==> config.mk <==
export PLATFORM = sky130hd
export DESIGN_NAME = copro_issue_seq
export DESIGN_NICKNAME = d
export VERILOG_FILES = /design/src/rtl/copro_issue_pkg.sv /design/src/rtl/copro_issue_dp.sv /design/src/rtl/copro_issue_ctl.sv /design/src/rtl/copro_issue_seq.sv
export SDC_FILE = /design/constraint.sdc
export NUM_CORES = 1
export LEC_CHECK = 0
export ABC_AREA = 1
export BUFFER_PORTS_ARGS = -buffer_cell sky130_fd_sc_hd__buf_2
export CAP_MARGIN = 15
export CORE_AREA = 4 4 147 135
export CTS_CLUSTER_SIZE = 8
export DETAILED_ROUTE_END_ITERATION = 10
export DIE_AREA = 0 0 151 139
export GPL_TIMING_DRIVEN = 1
export PLACE_DENSITY = 0.37
export SYNTH_ARGS = -nofsm -noshare
export SYNTH_HDL_FRONTEND = slang
export SYNTH_SLANG_ARGS = --single-unit
==> constraint.sdc <==
create_clock -name clk -period 5.7 [get_ports clk]
set_clock_uncertainty 0.2 [all_clocks]
set_input_delay 0 -clock clk [delete_from_list [all_inputs] [get_ports clk]]
set_output_delay 0 -clock clk [all_outputs]
set_load 0.02 [all_outputs]
==> src/rtl/copro_issue_pkg.sv <==
package copro_issue_pkg;

  typedef enum logic [1:0] {
    KIND_INSTR  = 2'd0,
    KIND_STATUS = 2'd1,
    KIND_CONFIG = 2'd2,
    KIND_RSVD   = 2'd3
  } cmd_kind_e;

  localparam logic [1:0] ERR_NONE     = 2'd0;
  localparam logic [1:0] ERR_BAD_KIND = 2'd1;
  localparam logic [1:0] ERR_CFG_BUSY = 2'd2;

  // strobes from control to datapath, one cycle each
  typedef struct packed {
    logic push;     // append incoming command to queue
    logic replace;  // overwrite queued tail status write
    logic pop;      // move queue head into execution slot
    logic load;     // move incoming command straight into slot
    logic tick;     // count down the slot
    logic finish;   // slot command completes, retire it
    logic flush;    // discard queue and slot
  } seq_ctrl_t;

endpackage

==> src/rtl/copro_issue_dp.sv <==
module copro_issue_dp
  import copro_issue_pkg::*;
#(
  parameter int DEPTH       = 4,
  parameter int TAG_W       = 8,
  parameter int LAT_W       = 5,
  parameter int CFG_CYCLES  = 6,
  parameter int STAT_CYCLES = 2
) (
  input  logic             clk,
  input  logic             rstN,
  input  seq_ctrl_t        ctrl,
  input  logic [1:0]       inKind,
  input  logic [TAG_W-1:0] inTag,
  input  logic [LAT_W-1:0] inLat,
  output logic             empty,
  output logic             full,
  output logic             oneLeft,
  output logic             tailIsStatus,
  output logic             cntLow,
  output logic             retireValid,
  output logic [1:0]       retireKind,
  output logic [TAG_W-1:0] retireTag
);

  localparam int PTR_W   = (DEPTH > 1) ? $clog2(DEPTH) : 1;
  localparam int QCNT_W  = $clog2(DEPTH + 1);
  localparam int FIX_MAX = (CFG_CYCLES > STAT_CYCLES) ? CFG_CYCLES : STAT_CYCLES;
  localparam int FIX_W   = $clog2(FIX_MAX + 1);
  localparam int EXE_W   = (LAT_W > FIX_W) ? LAT_W : FIX_W;

  logic [1:0]       qKind [DEPTH];
  logic [TAG_W-1:0] qTag  [DEPTH];
  logic [LAT_W-1:0] qLat  [DEPTH];

  logic [PTR_W-1:0]  wrPtr, rdPtr, tailPtr;
  logic [QCNT_W-1:0] qCount;

  logic [EXE_W-1:0] exeCnt;
  logic [1:0]       exeKind;
  logic [TAG_W-1:0] exeTag;

  function automatic logic [PTR_W-1:0] nextPtr(input logic [PTR_W-1:0] p);
    return (p == PTR_W'(DEPTH - 1)) ? '0 : p + 1'b1;
  endfunction

  function automatic logic [EXE_W-1:0] slotCost(input logic [1:0] k, input logic [LAT_W-1:0] lat);
    case (cmd_kind_e'(k))
      KIND_CONFIG: return EXE_W'(CFG_CYCLES);
      KIND_STATUS: return EXE_W'(STAT_CYCLES);
      default:     return EXE_W'(lat);
    endcase
  endfunction

  assign tailPtr      = (wrPtr == '0) ? PTR_W'(DEPTH - 1) : wrPtr - 1'b1;
  assign empty        = (qCount == '0);
  assign full         = (qCount == QCNT_W'(DEPTH));
  assign oneLeft      = (qCount == QCNT_W'(1));
  assign tailIsStatus = !empty && (qKind[tailPtr] == KIND_STATUS);
  assign cntLow       = (exeCnt <= EXE_W'(1));

  // queue storage, no reset needed
  always_ff @(posedge clk) begin
    if (ctrl.push) begin
      qKind[wrPtr] <= inKind;
      qTag[wrPtr]  <= inTag;
      qLat[wrPtr]  <= inLat;
    end
    if (ctrl.replace) begin
      qTag[tailPtr] <= inTag;
    end
  end

  // queue pointers
  always_ff @(posedge clk) begin
    if (!rstN || ctrl.flush) begin
      wrPtr  <= '0;
      rdPtr  <= '0;
      qCount <= '0;
    end else begin
      if (ctrl.push) wrPtr <= nextPtr(wrPtr);
      if (ctrl.pop)  rdPtr <= nextPtr(rdPtr);
      case ({ctrl.push, ctrl.pop})
        2'b10:   qCount <= qCount + 1'b1;
        2'b01:   qCount <= qCount - 1'b1;
        default: qCount <= qCount;
      endcase
    end
  end

  // execution slot
  always_ff @(posedge clk) begin
    if (!rstN) begin
      exeCnt  <= '0;
      exeKind <= '0;
      exeTag  <= '0;
    end else if (ctrl.load) begin
      exeCnt  <= slotCost(inKind, inLat);
      exeKind <= inKind;
      exeTag  <= inTag;
    end else if (ctrl.pop) begin
      exeCnt  <= slotCost(qKind[rdPtr], qLat[rdPtr]);
      exeKind <= qKind[rdPtr];
      exeTag  <= qTag[rdPtr];
    end else if (ctrl.tick) begin
      exeCnt <= exeCnt - 1'b1;
    end
  end

  // retire strobe
  always_ff @(posedge clk) begin
    if (!rstN) begin
      retireValid <= 1'b0;
      retireKind  <= '0;
      retireTag   <= '0;
    end else begin
      retireValid <= ctrl.finish;
      if (ctrl.finish) begin
        retireKind <= exeKind;
        retireTag  <= exeTag;
      end
    end
  end

endmodule

==> src/rtl/copro_issue_ctl.sv <==
module copro_issue_ctl
  import copro_issue_pkg::*;
(
  input  logic       clk,
  input  logic       rstN,
  input  logic       cmdValid,
  input  logic [1:0] cmdKind,
  input  logic       empty,
  input  logic       full,
  input  logic       oneLeft,
  input  logic       tailIsStatus,
  input  logic       cntLow,
  output seq_ctrl_t  ctrl,
  output logic       cmdReady,
  output logic       busy,
  output logic       errPulse,
  output logic [1:0] errCode
);

  cmd_kind_e kind;
  logic active;
  logic accept, badKind, cfgClash, goodCmd;
  logic finishNow, freeNow, popNow, replaceNow, loadNow;

  assign kind     = cmd_kind_e'(cmdKind);
  assign cmdReady = !full;
  assign busy     = active || !empty;

  always_comb begin
    accept     = cmdValid && cmdReady;
    badKind    = accept && (kind == KIND_RSVD);
    cfgClash   = accept && (kind == KIND_CONFIG) && busy;
    goodCmd    = accept && !badKind && !cfgClash;
    finishNow  = active && cntLow;
    freeNow    = !active || finishNow;
    popNow     = freeNow && !empty;
    // tail equals head when one entry is left; if head leaves now it has started
    replaceNow = goodCmd && (kind == KIND_STATUS) && tailIsStatus && !(popNow && oneLeft);
    loadNow    = goodCmd && !replaceNow && empty && freeNow;

    ctrl       = '0;
    ctrl.flush = cfgClash;
    if (!cfgClash) begin
      ctrl.finish  = finishNow;
      ctrl.tick    = active && !cntLow;
      ctrl.pop     = popNow;
      ctrl.replace = replaceNow;
      ctrl.load    = loadNow;
      ctrl.push    = goodCmd && !replaceNow && !loadNow;
    end
  end

  always_ff @(posedge clk) begin
    if (!rstN) begin
      active <= 1'b0;
    end else if (cfgClash) begin
      active <= 1'b0;
    end else if (loadNow || popNow) begin
      active <= 1'b1;
    end else if (finishNow) begin
      active <= 1'b0;
    end
  end

  always_ff @(posedge clk) begin
    if (!rstN) begin
      errPulse <= 1'b0;
      errCode  <= ERR_NONE;
    end else begin
      errPulse <= badKind || cfgClash;
      errCode  <= cfgClash ? ERR_CFG_BUSY : (badKind ? ERR_BAD_KIND : ERR_NONE);
    end
  end

endmodule

==> src/rtl/copro_issue_seq.sv <==
module copro_issue_seq
  import copro_issue_pkg::*;
#(
  parameter int DEPTH       = 4,
  parameter int TAG_W       = 8,
  parameter int LAT_W       = 5,
  parameter int CFG_CYCLES  = 6,
  parameter int STAT_CYCLES = 2
) (
  input  logic             clk,
  input  logic             rstN,
  input  logic             cmdValid,
  input  logic [1:0]       cmdKind,
  input  logic [TAG_W-1:0] cmdTag,
  input  logic [LAT_W-1:0] cmdLatency,
  output logic             cmdReady,
  output logic             busy,
  output logic             errPulse,
  output logic [1:0]       errCode,
  output logic             retireValid,
  output logic [1:0]       retireKind,
  output logic [TAG_W-1:0] retireTag
);

  seq_ctrl_t ctrl;
  logic empty, full, oneLeft, tailIsStatus, cntLow;

  copro_issue_ctl u_ctl (
    .clk          (clk),
    .rstN         (rstN),
    .cmdValid     (cmdValid),
    .cmdKind      (cmdKind),
    .empty        (empty),
    .full         (full),
    .oneLeft      (oneLeft),
    .tailIsStatus (tailIsStatus),
    .cntLow       (cntLow),
    .ctrl         (ctrl),
    .cmdReady     (cmdReady),
    .busy         (busy),
    .errPulse     (errPulse),
    .errCode      (errCode)
  );

  copro_issue_dp #(
    .DEPTH       (DEPTH),
    .TAG_W       (TAG_W),
    .LAT_W       (LAT_W),
    .CFG_CYCLES  (CFG_CYCLES),
    .STAT_CYCLES (STAT_CYCLES)
  ) u_dp (
    .clk          (clk),
    .rstN         (rstN),
    .ctrl         (ctrl),
    .inKind       (cmdKind),
    .inTag        (cmdTag),
    .inLat        (cmdLatency),
    .empty        (empty),
    .full         (full),
    .oneLeft      (oneLeft),
    .tailIsStatus (tailIsStatus),
    .cntLow       (cntLow),
    .retireValid  (retireValid),
    .retireKind   (retireKind),
    .retireTag    (retireTag)
  );

endmodule

-- After elaboration in Yosys (flattened, before gate mapping)
Memories as Yosys holds them, arrays and structs flattened. A register that Yosys moved wholly into a read port is not among the register bits.
Index checks and enable logic that the tools add are counted.
- add/sub/neg operators: 6
- $lt $le $gt $ge: 1
- eq/ne operators: 12
- multiplexer cells: 31
- bitwise gates (word level): 1
- reduce and logical (&&, ||, !) cells: 41
- operators with widths (cell ; number):
    $mux W2 ; 13
    $mux W8 ; 3
    $pmux W5 S2 ; 2
    $logic_and A1 B1 Y1 ; 18
    $mux W5 ; 3
    $eq A2 B2 Y1 const B ; 6
    $logic_not A1 Y1 ; 10
    $eq A2 B1 Y1 const B ; 4
    $mux W1 ; 8
    $reduce_or A8 Y1 ; 1
    $mux W6 ; 1
    $pmux W3 S2 ; 1
    $reduce_bool A2 Y1 ; 3
    $le A5 B1 Y1 const B ; 1
    $logic_or A1 B1 Y1 ; 5
    $sub A5 B1 Y5 const B ; 1
    $add A2 B1 Y2 const B ; 2
    $add A3 B1 Y3 const B ; 1
    $eq A3 B1 Y1 const B ; 1
    $eq A3 B3 Y1 const B ; 1
    $logic_not A3 Y1 ; 1
    $reduce_bool A3 Y1 ; 1
    $sub A3 B1 Y3 const B ; 1
    $logic_not A2 Y1 ; 1
    other kinds (3) ; 3
- register bits: 37
- RAM bits: 60
- input port bits: 18
- output and inout port bits: 16
- word-level logic and storage cells: 108
- memories: 3
- memory list (name ; depth ; width ; read ports ; clocked after Yosys merged registers in ; wr ports ; line ; RTL):
    u_dp.qTag ; 4 ; 8 ; 1 ; 1 ; 1 ; copro_issue_dp.sv:33 ; logic [TAG_W-1:0] qTag [DEPTH];
    u_dp.qLat ; 4 ; 5 ; 1 ; 1 ; 1 ; copro_issue_dp.sv:34 ; logic [LAT_W-1:0] qLat [DEPTH];
    u_dp.qKind ; 4 ; 2 ; 2 ; 1 ; 1 ; copro_issue_dp.sv:32 ; logic [1:0] qKind [DEPTH];

-- Depth between registers and ports, before layout
- word-level depth: 21
- depth in mapped cells: 17
- gate-level depth less buffers: 16

-- Hierarchy
Synthesis repeated with hierarchy kept, for this count alone.
- cells, all modules: 481
- area total of the unflattened synthesis: 4436.8 um^2
- modules (own cells, without submodules) (module ; times used ; cells an instance ; area each (um^2)):
    copro_issue_dp ; 1 ; 435 ; 4161.5
    copro_issue_ctl ; 1 ; 46 ; 275.3

-- Worst setup path before layout
No wires, ideal clock.
- path kind: register to register
- start point: register u_dp.qCount[0]
- end point: memory u_dp.qTag[0][0] (enable)
- setup time: 370 ps
- arrival: 1936 ps
- slack: 3193 ps
- stages on the path, launching flop included: 14
- period minus slack after synthesis: 2507 ps
- cells stage by stage: dfxtp_1 > inv_1 > ha_1 > inv_1 > nor2_4 > nand2_2 > nand2_2 > nand2_4 > nor2_4 > nand3_2 > buf_6 > nand2_1 > nand3_1 > nor2_1
- RTL lines (what ; line ; RTL):
    start: declaration ; copro_issue_dp.sv:37 ; logic [QCNT_W-1:0] qCount;
    start signal: assignment ; copro_issue_dp.sv:84 ; 2'b10: qCount <= qCount + 1'b1;
    start signal: assignment ; copro_issue_dp.sv:85 ; 2'b01: qCount <= qCount - 1'b1;
    start signal: assignment ; copro_issue_dp.sv:86 ; default: qCount <= qCount;
    $logic_not A3 Y1 (*) ; copro_issue_dp.sv:56 ; assign empty = (qCount == '0);
    $logic_not A1 Y1 (*) ; copro_issue_ctl.sv:27 ; assign busy = active || !empty;
    $logic_or A1 B1 Y1 (*) ; copro_issue_ctl.sv:27 ;
    net busy ; copro_issue_seq.sv:17 ; output logic busy,
    $logic_and A1 B1 Y1 (*) ; copro_issue_ctl.sv:32 ; cfgClash = accept && (kind == KIND_CONFIG) && busy;
    $logic_not A1 Y1 ; copro_issue_ctl.sv:33 ; goodCmd = accept && !badKind && !cfgClash;
    $logic_and A1 B1 Y1 ; copro_issue_ctl.sv:33 ;
    $logic_and A1 B1 Y1 (3 in a row) ; copro_issue_ctl.sv:38 ; replaceNow = goodCmd && (kind == KIND_STATUS) && tailIsStatus && !(popNow && oneLeft);
    $logic_not A1 Y1 ; copro_issue_ctl.sv:39, copro_issue_ctl.sv:49 ;
    $logic_and A1 B1 Y1 ; copro_issue_ctl.sv:39, copro_issue_ctl.sv:49 ;
    $logic_and A1 B1 Y1 (2 in a row) ; copro_issue_ctl.sv:39 ; loadNow = goodCmd && !replaceNow && empty && freeNow;
    $logic_not A1 Y1 ; copro_issue_ctl.sv:49 ; ctrl.push = goodCmd && !replaceNow && !loadNow;
    $logic_and A1 B1 Y1 ; copro_issue_ctl.sv:49 ;
    $mux W6 (*) ; copro_issue_ctl.sv:43 ; if (!cfgClash) begin
    $mux W1 ; copro_issue_dp.sv:64 ; if (ctrl.push) begin
    $mux W1 (not written as such) ; copro_issue_dp.sv:66 ; qTag[wrPtr] <= inTag;
    $mux W1 (no line) ; -- ;
    end: declaration ; copro_issue_dp.sv:33 ;
The timed path passes the listed nets; every way through them passes the cells marked *.

-- Worst setup path after layout
- start point: register u_dp.wrPtr[0]
- end point: memory u_dp.qTag[3][3] (enable)
- word-level cells in the longest chain between the ends: 17
- RTL lines (what ; line ; RTL):
    start: declaration ; copro_issue_dp.sv:36 ; logic [PTR_W-1:0] wrPtr, rdPtr, tailPtr;
    start signal: assignment ; copro_issue_dp.sv:81 ; if (ctrl.push) wrPtr <= nextPtr(wrPtr);
    $sub A2 B1 Y2 or $logic_not A2 Y1 (tied branches) ; copro_issue_dp.sv:55 ; assign tailPtr = (wrPtr == '0) ? PTR_W'(DEPTH - 1) : wrPtr - 1'b1;
    $mux W2 ; copro_issue_dp.sv:55 ;
    $mem_v2 Z4 W2 ; -- ;
    $eq A2 B1 Y1 ; copro_issue_dp.sv:59 ; assign tailIsStatus = !empty && (qKind[tailPtr] == KIND_STATUS);
    $logic_and A1 B1 Y1 ; copro_issue_dp.sv:59 ;
    $logic_and A1 B1 Y1 (2 in a row) ; copro_issue_ctl.sv:38 ;
    $logic_not A1 Y1 ; copro_issue_ctl.sv:39, copro_issue_ctl.sv:49 ;
    $logic_and A1 B1 Y1 ; copro_issue_ctl.sv:39, copro_issue_ctl.sv:49 ;
    $logic_and A1 B1 Y1 (2 in a row) ; copro_issue_ctl.sv:39 ;
    $logic_not A1 Y1 ; copro_issue_ctl.sv:49 ;
    $logic_and A1 B1 Y1 ; copro_issue_ctl.sv:49 ;
    $mux W6 ; copro_issue_ctl.sv:43 ;
    $mux W1 ; copro_issue_dp.sv:64 ;
    $mux W1 (not written as such) ; copro_issue_dp.sv:66 ;
    $mux W1 (no line) ; -- ;
Several ways; a longest one is shown, not always the timed one.

==> metrics.yaml <==
placement:
  placement.io_buffers: 33
  hpwl_mm: 8.62
  gpl.final_weighted_congestion: 0.842
run:
  max_cap_violations: 0
yosys:
  netlist_instances: 485
  synth.yosys.seq_area_share_pct: 57.2
  syn_avg_cell_area_sq_um: 9.31
  yosys.cell_types.count: 35
  synth.area.top_cells: "edfxtp_1, dfxtp_1, nand2_1"
  synth-seq-cells: 99
  postSynthNetCount: 519
  yosys_warnings: 0
  netlist.top_cell.by_area: "edfxtp_1"
  synth_largest_type_area_fraction_pct: 39.9
  post_synth_instance_area_sq_um: 4520
timing:
  transition_time_of_the_tightest_slew_check_pin_ns: 0.908
  rsz_0062_raised_after_global_routing: "false"
  totalNegativeSetupSlack_ns: 0
  maxClockFrequency_ghz: 0.329
  post-route-min-period_ns: 3.04
  finalSetupViolations: 0
  fin_crit_sh_pct: 53.4
  final-hold-violation-count: 0
  timing_max_transition_violations_final: 0
  whs_ns: 0.240
  timing.max_slew.rel_slack_pct: 39.4
cts:
  htree_depth: 3
  clock_latency_ns: 0.35
  inserted_clock_buffers: 9
  clkTransAtPathRegs_ns: 0.07
  clk_sink_count: 99
  cts.repair.resized: 0
  cts-hold-fix-buffers: 17
  cts_root_buf: "clkbuf_16"
  clock_path_buffers: 2
  tritoncts: "done"
  post_cts_buffers: 0
run_status:
  status: "completed"
global_route:
  grt.total_usage_pct: 11.9
  grt_pass1_vias: 3403
  use_met2_pct: 16.8
  grt_pass1_wl_mm: 19.4
  top_usage_layer: "met1"
  grt_start_max_net_pins: 33
  initial_antenna_violation_count: 0
  global_route.overflow_total: 0
  gr-usage-met3_pct: 2.65
  met1_usage_pct: 18.1
critical_path:
  crit_path_max_fanout: 11
  crit_arrival_ns: 2.81
  critical_path_type: "reg -> reg"
  timing.critical_path.to_type: "flip-flop"
  worst_ep_required_time_ns: 5.47
  critPathLaunchType: "flip-flop"
detailed_routing:
  finalWirelength_mm: 12.0
  remaining_drc_errors: 0
  vias_per_cell: 4.29
  wl_per_cell_um: 15.3
  drt_iter0_drc: 132
  route.antenna.remaining_nets: 0
  firstDrtPassIters: 4
  route.vias.total: 3347
power_and_ir_drop:
  vdd_drop_max_v: 0.000196
  power.leakage_nw: 2.21
  design_power_total_w: 0.00267
  cellPowerDensity_nw_per_um2: 494
die:
  row_count: 47
  io_pins: 34
  die_height_um: 139
  initial_core_util_pct: 24.8
  dieArea_sq_um: 21000
  width_of_the_chip_um: 151
  fp.coreArea_sq_um: 18200
cells_and_area:
  post_route_cells_drive_above_1_share_pct: 13.3
  insertedDiodeCount: 0
  finished_core_util_pct: 29.7
  layout-area-overhead-vs-synth_pct: 19.7
  design.final.nets: 564
hold_path:
  hold_class: "in -> reg"
-- per-stage QoR --
stage,area [sq um],setup WS [ns],cells
floorplan,4520,3.19,485
global placement,4910,2.65,747
detailed placement,4910,2.65,747
CTS,5410,2.63,780
global route,5410,2.33,780
finish,5410,2.66,780
-- cell families (layout without fill, tap and decap cells) --
kind of cell | Yosys count | count (layout) | synth area share (%)
xor+xnor | 5 | 5 | 0.970
mux | 1 | 1 | 0.222
flops | 99 | 99 | 57.2
simple gates | 208 | 208 | 20.3
buf+inv | 65 | 115 | 5.84
compound gates | 91 | 91 | 11.0
fa+ha+maj | 16 | 16 | 4.43
-- flip-flops by register name, indices dropped and copies added, names as in the netlist, named ones only --
| name | count |
|---|---|
| u_dp.qTag | 32 |
| u_dp.qLat | 20 |
| u_dp.exeTag | 8 |
| u_dp.qKind | 8 |
| u_dp.retireTag | 8 |
| u_dp.exeCnt | 5 |
| u_dp.qCount | 3 |
| u_ctl.errCode | 2 |
| u_dp.exeKind | 2 |
| u_dp.rdPtr | 2 |
| u_dp.retireKind | 2 |
| u_dp.wrPtr | 2 |
| u_ctl.active | 1 |
| u_ctl.errPulse | 1 |
| u_dp.retireValid | 1 |
-- synth_stat cells, drive strengths merged --
| library cell | count |
|---|---|
| ha | 16 |
| nor3 | 1 |
| o211ai | 2 |
| dfxtp | 39 |
| nor2 | 76 |
| o22ai | 9 |
| o2bb2ai | 1 |
| inv | 48 |
| xnor2 | 2 |
| nand3b | 1 |
| o21ai | 48 |
| o21bai | 2 |
| clkbuf | 8 |
| xor2 | 3 |
| mux2i | 1 |
| buf | 9 |
| nand4 | 2 |
| edfxtp | 60 |
| nand2 | 88 |
| a21oi | 28 |
| o211a | 1 |
| nand3 | 40 |
-- critical path: stages, from the launching register on --
cell     delay, ns
dfxtp_1       0.46
inv_1         0.17
ha_1          0.25
nor2_2        0.20
nand2_1       0.08
nand2_1       0.06
nand2_1       0.05
nand2_1       0.11
nand3_2       0.20
nand2_1       0.11
nand3_1       0.09
nor2_1        0.69
-- routing by layer --
layer  wire length (um)  up-vias
li1                   -     1720
met1               6430     1550
met2               4880       66
met3                478       11
met4                167        0
met5                  0        -
-- where the power goes --
group	total, W	switching [W]	internal (W)
Clock	0.000664	0.000276	0.000389
Combinational	0.00103	0.000709	0.000323
Sequential	0.000972	0.0000728	0.000899
-- final timing paths --
kind | slack [ns] | from | endpoint | cells after the start
hold / removal | 0.24 | cmdTag[0] | u_dp.qTag[0][0] | 2
setup / recovery | 2.66 | u_dp.wrPtr[0] | u_dp.qTag[3][3] | 11
setup reg to reg | 2.66 | u_dp.wrPtr[0] | u_dp.qTag[3][3] | 11
hold reg to reg | 0.28 | u_dp.exeKind[0] | u_dp.exeKind[0] | 2
-- layout make-up --
class / count / area (sq um)
sequential: 99 / 2580
timing repair buffer: 51 / 343
clock inverter: 7 / 98.8
fill: 1960 / 12800
tap: 245 / 307
clock buffer: 9 / 225
multi-input combinational: 321 / 1670
inverter: 48 / 180
-- layout by cell type, fill, tap and decap left out, types with 2 or more instances in the layout --
master and count:
nand3_1 38, xnor2_1 2, ha_1 16, nand2_1 81, dlygate4sd3_1 17, clkinv_2 2
nor2_1 71, o22ai_1 9, a21oi_1 27, nor2_4 3, nand4_1 2, clkbuf_16 9
bufinv_16 2, edfxtp_1 60, dfxtp_1 39, nand2_2 5, inv_2 3, buf_2 33
inv_1 45, o21ai_1 3, xor2_1 3, o21ai_0 45, nor2_2 2, nand2_4 2
No activity file was read; power rests on OpenSTA's default activity.
